**config.mk**
```make
export PLATFORM = sky130hd
export DESIGN_NAME = extirq_trigger
export DESIGN_NICKNAME = d
export VERILOG_FILES = /design/src/rtl/extirq_pkg.sv /design/src/rtl/extirq_sync.sv /design/src/rtl/extirq_edge.sv /design/src/rtl/extirq_latch.sv /design/src/rtl/extirq_trigger.sv
export SDC_FILE = /design/constraint.sdc
export NUM_CORES = 1
export LEC_CHECK = 0
export ABC_CLOCK_PERIOD_IN_PS = 1100
export BUFFER_PORTS_ARGS = -buffer_cell sky130_fd_sc_hd__buf_4
export CORE_AREA = 2 2 39 41
export DETAILED_ROUTE_END_ITERATION = 8
export DIE_AREA = 0 0 41 43
export SETUP_SLACK_MARGIN = 0.5
export SLEW_MARGIN = 20
export SYNTH_ARGS = -nofsm -noshare
export SYNTH_HDL_FRONTEND = slang
export SYNTH_SLANG_ARGS = --single-unit
```
**constraint.sdc**
```tcl
create_clock -name clk -period 1.1 [get_ports clk]
set_input_delay 0.11 -clock clk [delete_from_list [all_inputs] [get_ports clk]]
set_output_delay 0.11 -clock clk [all_outputs]
set_load 0.05 [all_outputs]
```
**src/rtl/extirq_pkg.sv**
```systemverilog
// Package: shared types and constants for the external interrupt trigger.
// Assumes: nothing beyond IEEE 1800-2017.
package extirq_pkg;

    // Trigger behaviour selected by the mode input.
    typedef enum logic {
        TRIG_EDGE_ONLY  = 1'b0,
        TRIG_LEVEL_EDGE = 1'b1
    } trig_mode_e;

    // Default synchronizer depth.
    localparam int unsigned DEFAULT_SYNC_STAGES = 2;

endpackage

```
**src/rtl/extirq_sync.sv**
```systemverilog
// Module: extirq_sync
// Brings an asynchronous active-low pin into the clk domain through a
// chain of STAGES flops. The chain resets to the idle (high) level.
// Assumes: STAGES >= 1; the pin idles high.
module extirq_sync #(
    parameter int unsigned STAGES = 2
) (
    input  logic clk,
    input  logic rst_n,
    input  logic pin_async_n,
    output logic pin_sync_n
);

    logic [STAGES-1:0] chain_q;

    generate
        if (STAGES == 1) begin : g_single
            // Single-flop capture of the pin.
            always_ff @(posedge clk) begin
                if (!rst_n) chain_q <= 1'b1;
                else        chain_q <= pin_async_n;
            end
        end else begin : g_chain
            // Shift the pin level along the synchronizer chain.
            always_ff @(posedge clk) begin
                if (!rst_n) chain_q <= '1;
                else        chain_q <= {chain_q[STAGES-2:0], pin_async_n};
            end
        end
    endgenerate

    assign pin_sync_n = chain_q[STAGES-1];

endmodule

```
**src/rtl/extirq_edge.sv**
```systemverilog
// Module: extirq_edge
// Detects a high-to-low transition of the synchronized pin. Gives a
// one-cycle pulse in the cycle where the new low level first appears.
// Assumes: the input is already synchronous to clk.
module extirq_edge (
    input  logic clk,
    input  logic rst_n,
    input  logic lvl_n,
    output logic fall
);

    logic prev_q;

    // Remember the previous synchronized level.
    always_ff @(posedge clk) begin
        if (!rst_n) prev_q <= 1'b1;
        else        prev_q <= lvl_n;
    end

    assign fall = prev_q & ~lvl_n;

endmodule

```
**src/rtl/extirq_latch.sv**
```systemverilog
// Module: extirq_latch
// Set/clear request latch. A set wins over a clear in the same cycle,
// so an edge arriving with an acknowledge is never lost.
// Assumes: set and clr are synchronous to clk.
module extirq_latch (
    input  logic clk,
    input  logic rst_n,
    input  logic set,
    input  logic clr,
    output logic q
);

    // Hold the pending event until it is acknowledged.
    always_ff @(posedge clk) begin
        if (!rst_n)   q <= 1'b0;
        else if (set) q <= 1'b1;
        else if (clr) q <= 1'b0;
    end

endmodule

```
**src/rtl/extirq_trigger.sv**
```systemverilog
// Module: extirq_trigger (top)
// Conditions the active-low interrupt pin into a masked request for the
// arbiter. The chain is: synchronizer, falling-edge detect, request
// latch, then mode selection and masking.
// Assumes: svc_ack is a single-cycle pulse at the start of service, and
// level_mode and irq_mask are synchronous to clk.
module extirq_trigger
    import extirq_pkg::*;
#(
    parameter int unsigned SYNC_STAGES = DEFAULT_SYNC_STAGES
) (
    input  logic clk,
    input  logic rst_n,
    input  logic pin_n,
    input  logic level_mode,
    input  logic irq_mask,
    input  logic svc_ack,
    output logic irq_req
);

    logic       pin_s;
    logic       fall_pulse;
    logic       latch_q;
    logic       level_hit;
    logic       pending;
    trig_mode_e mode;

    extirq_sync #(.STAGES(SYNC_STAGES)) u_sync (
        .clk         (clk),
        .rst_n       (rst_n),
        .pin_async_n (pin_n),
        .pin_sync_n  (pin_s)
    );

    extirq_edge u_edge (
        .clk   (clk),
        .rst_n (rst_n),
        .lvl_n (pin_s),
        .fall  (fall_pulse)
    );

    extirq_latch u_latch (
        .clk   (clk),
        .rst_n (rst_n),
        .set   (fall_pulse),
        .clr   (svc_ack),
        .q     (latch_q)
    );

    // Combine latched edge and optional level, then apply the mask.
    always_comb begin
        mode      = trig_mode_e'(level_mode);
        level_hit = (mode == TRIG_LEVEL_EDGE) && !pin_s;
        pending   = latch_q || level_hit;
        irq_req   = pending && !irq_mask;
    end

endmodule

```
# Yosys cells after proc, flatten, opt, wreduce, memory -nomap -nowiden
# Index checks and enable logic that the tools add are counted.
dict set report totals {
  reg_bits 4
  out_inout_bits 1
  word_cells 13
}
dict set report op_classes {
  n_reduce_logical 6
  mux 2
  bitwise 2
}
# operator n
set ops {}
lappend ops {{logical AND 1 bit} 2}
lappend ops {{zero test 1 bit} 2}
lappend ops {{2-to-1 mux 1 bit} 2}
lappend ops {{nonzero test 2 bit} 1}
lappend ops {{bitwise AND 1 bit} 1}
lappend ops {{logical OR 1 bit} 1}
lappend ops {{inverter 1 bit} 1}

# Longest topological paths before layout
dict set report depth {
  word_depth 4
  depth_mapped 2
  ltp_nobuf 2
}

# Cells and area by module
# From an unflattened synthesis, not the netlist that was laid out.
dict set report hier_totals {
  cells_unflattened 13
  hier_area_um2 145.1
}
# mod instances cells_each area_per_inst_um2
set by_module_without_submodules {}
lappend by_module_without_submodules {extirq_sync 1 4 52.6}
lappend by_module_without_submodules {extirq_latch 1 3 41.3}
lappend by_module_without_submodules {extirq_edge 1 3 32.5}
lappend by_module_without_submodules {extirq_trigger 1 3 18.8}

# Worst setup path after synthesis
# Ideal clock, no wire load.
dict set report synth_timing {
  kind {flip-flop to output port}
  start {reg u_sync.chain_q[1]}
  end {out irq_req}
  slack_ps 90
  arrival_ps 900
  required_time_ps 990
  n_path_buf 0
  stages_incl_launch_ff 3
  path_cell_list {dfxtp_1 nand2b_4 a21oi_2}
}
dict set report synth_between {
  elab_chain_cells 4
}
# item line_no
set synth_rtl {}
lappend synth_rtl {{start, declared} extirq_sync.sv:14} ;# logic [STAGES-1:0] chain_q;
lappend synth_rtl {{start signal, assigned} extirq_sync.sv:27} ;# else chain_q <= {chain_q[STAGES-2:0], pin_async_n};
lappend synth_rtl {{zero test 1 bit} extirq_trigger.sv:53} ;# level_hit = (mode == TRIG_LEVEL_EDGE) && !pin_s;
lappend synth_rtl {{logical AND 1 bit} extirq_trigger.sv:53}
lappend synth_rtl {{logical OR 1 bit} extirq_trigger.sv:54} ;# pending = latch_q || level_hit;
lappend synth_rtl {{logical AND 1 bit} extirq_trigger.sv:55} ;# irq_req = pending && !irq_mask;
lappend synth_rtl {{end, declared} extirq_trigger.sv:18} ;# output logic irq_req
# Every way passes these cells.

# Final worst setup path
# Same ends and word-level chain as after synthesis.

==> results_dict.tcl <==
set metrics [dict create \
    status "complete, no violations" \
    numCtsBuffers 3 \
    hold_class "input pin to flop" \
    cp-end-kind "output port" \
    cpPeakStageDelay_ns 0.31 \
    vias_per_cell 3.25 \
    hold_end "u_sync.chain_q[0]$_SDFF_PN1_" \
    synth_cell_type_count 6 \
    crit_path_start_kind "flop" \
    ys_seq_elements 4 \
    grtUsageTotal_pct 4.81 \
    syn_avg_cell_area_sq_um 12.0 \
    layout-drive-gt1-share_pct 70.8 \
    period_needed_ns 1.06 \
    place.detailed.hpwl_um 199 \
    routed_wirelength_um 293 \
    cts.sink_count 4 \
    number_of_cells_on_the_worst_reg_to_reg_path 4 \
    hold_start "pin_n" \
    finalNetCount 32 \
    cts-htree-levels 1 \
    wire_per_inst_um 7.33 \
    layout-area-overhead-vs-synth_pct 80.8 \
    first_pass_iters 4 \
    top_level_ports 7 \
    criticalPathCategory "flop to output port" \
    slew-limit-headroom_pct 92.8 \
    worst_skew_pair.late_latency_ns 0.23 \
    path_buf_inv 1 \
    crit_slowest_cell "sky130_fd_sc_hd__dfxtp_2" \
    timing.critical_path.max_delay_family "flip-flops" \
    reg2reg_setup_slack_ns 0.28 \
    grt_setup_unrepaired "yes" \
    design.core.area_sq_um 1380 \
    grt_antenna_before_repair 0 \
    die_area_sq_um 1760 \
    final-setup-viol-count 0 \
    worst_slew_pin_slew_ns 0.108 \
    slew_viol_final 0 \
    cp_data_required_time_ns 0.99 \
    leading_cell_type_in_the_layout_fill_and_taps_excluded "sky130_fd_sc_hd__buf_4" \
    dr.first_iter.drc_count 4 \
    port_buffers 6 \
    maxClockFrequency_ghz 0.941 \
    chipHeight_um 43 \
    final_cell_mix "sky130_fd_sc_hd__buf_4, sky130_fd_sc_hd__nand2b_4, sky130_fd_sc_hd__nand2b_1, sky130_fd_sc_hd__clkbuf_4, sky130_fd_sc_hd__dfxtp_1" \
    grt_max_degree 5 \
    synth_area_sq_um 156 \
    worst_hold_path.num_cells 2 \
    cts_root_buf "sky130_fd_sc_hd__clkbuf_4" \
    post_synth_inst_count 13 \
    hold_slack_ns 0.0695 \
    cts-root-to-sink-buffers 2 \
    die_w_um 41 \
    postRouteAntennaNets 0 \
    initial_core_util_pct 11.3 \
    min_period_over_period_pct 96.6 \
    syn_nets 19 \
    grt-ovfl-total 0 \
    synth.yosys.warnings 0 \
    final_hold_viol_count 0 \
    totalNegativeSetupSlack_ns 0 \
    synth_sequential_area_ratio_pct 51.2 \
    cellPowerDensity_nw_per_um2 1350 \
    grt_pass1_vias 130 \
    total_leakage_power_nw 0.131 \
    crit_fanout 2 \
    via_count 130 \
    placement_rows 14 \
    gpl.final_weighted_congestion 0.568 \
    clock_skew_ns 0.00592 \
    tritoncts "done" \
    r2r_start "u_sync.chain_q[1]$_SDFF_PN1_" \
    clk_transition_reported_paths_ns 0.03 \
    timing.rr.end "u_latch.q$_SDFFE_PN0P_" \
    max_vdd_drop_v 0.000448 \
    cp_data_arrival_time_ns 0.95 \
    sequence_of_cells_on_the_critical_path "nand2b_4 -> a21oi_4 -> buf_6" \
    drv.max_cap_violation_count 0 \
    n_antenna_cell 0 \
    drt_drc_violations_left 0 \
    grt_first_pass_wirelength_um 476 \
]
## worst max path at each step
stage | startpoint | endpoint | cells past startpoint
2_1_floorplan | u_sync.chain_q[1]$_SDFF_PN1_ | irq_req | 2
3_3_place_gp | u_sync.chain_q[1]$_SDFF_PN1_ | irq_req | 3
5_1_grt | u_sync.chain_q[1]$_SDFF_PN1_ | irq_req | 3
4_1_cts | u_sync.chain_q[1]$_SDFF_PN1_ | irq_req | 3
6_report | u_sync.chain_q[1]$_SDFF_PN1_ | irq_req | 3
3_5_place_dp | u_sync.chain_q[1]$_SDFF_PN1_ | irq_req | 3
## Yosys cell counts
| cell | n | area [sq um] |
|---|---|---|
| sky130_fd_sc_hd__dfxtp_1 | 4 | 80.1 |
| sky130_fd_sc_hd__a21oi_2 | 1 | 8.76 |
| sky130_fd_sc_hd__inv_1 | 1 | 3.75 |
| sky130_fd_sc_hd__nand2b_1 | 4 | 25.0 |
| sky130_fd_sc_hd__nand2b_4 | 2 | 27.5 |
| sky130_fd_sc_hd__a21boi_2 | 1 | 11.3 |
## state kept, by name (all words and copies together) (netlist names)
signal,cells
u_edge.prev_q,1
u_latch.q,1
u_sync.chain_q,2
## per-stage QoR
| step | worst slack [ns] | utilization, % | total power, W | std cells | instance area, sq um |
|---|---|---|---|---|---|
| 6_report | 0.0373 | 20.4 | 0.000381 | 40 | 283 |
| 5_1_grt | -0.000889 | 20.4 | 0.000402 | 40 | 283 |
| 4_1_cts | 0.0280 | 19.1 | 0.000385 | 39 | 264 |
| 3_5_place_dp | 0.248 | 16.5 | 0.000195 | 35 | 229 |
| 3_3_place_gp | 0.250 | 16.5 | 0.000194 | 35 | 229 |
| 2_1_floorplan | 0.235 | - | 0.000175 | 13 | 164 |
## final cells by class
class                      count  area [sq um]
clock buffer                   3          22.5
fill                         152          1100
inverter                       1          3.75
multi-input combinational      8          87.6
sequential                     4          81.3
tap                           16          20.0
timing repair buffer           8          67.6
## timing repair
action,in CTS,in global routing
pin swaps,1,1
setup buffers,1,1
setup endpoints to repair,2,3
hold buffers,0,0
gates resized for setup,2,2
## worst register-to-register path, stage by stage, from the launching register on
cell and delay (ns):
sky130_fd_sc_hd__dfxtp_2 0.31, sky130_fd_sc_hd__buf_4 0.12, sky130_fd_sc_hd__buf_6 0.10, sky130_fd_sc_hd__nand2b_4 0.13, sky130_fd_sc_hd__a21boi_2 0.10
## power breakdown
part	switching, W	total [W]	leakage (nW)	internal, W
combinational	0.0000180	0.0000474	0.0844	0.0000294
clock	0.0000572	0.000179	0.0138	0.000122
sequential	0.00000228	0.000154	0.0326	0.000152
total	0.0000775	0.000381	0.131	0.000303
## metal layers
metal | share of wire (%) | vias to the layer above | global-route usage [%] | routed length (um)
met4 | 0 | 0 | 6.00 | 0
met5 | 0 | - | 0 | 0
met1 | 40 | 58 | 4.49 | 117
met2 | 48 | 9 | 5.00 | 141
met3 | 12 | 0 | 4.71 | 34
li1 | - | 63 | - | -
## kinds of logic (layout without fill, tap and decap cells)
group	count (synthesis)	count (layout)	synth area share, %
DFF	4	4	51.2
buffers and inverters	1	12	2.40
AOI/OAI and AO/OA	2	2	12.8
and+or+nand+nor	6	6	33.6
No activity file was read; power rests on OpenSTA's default activity.
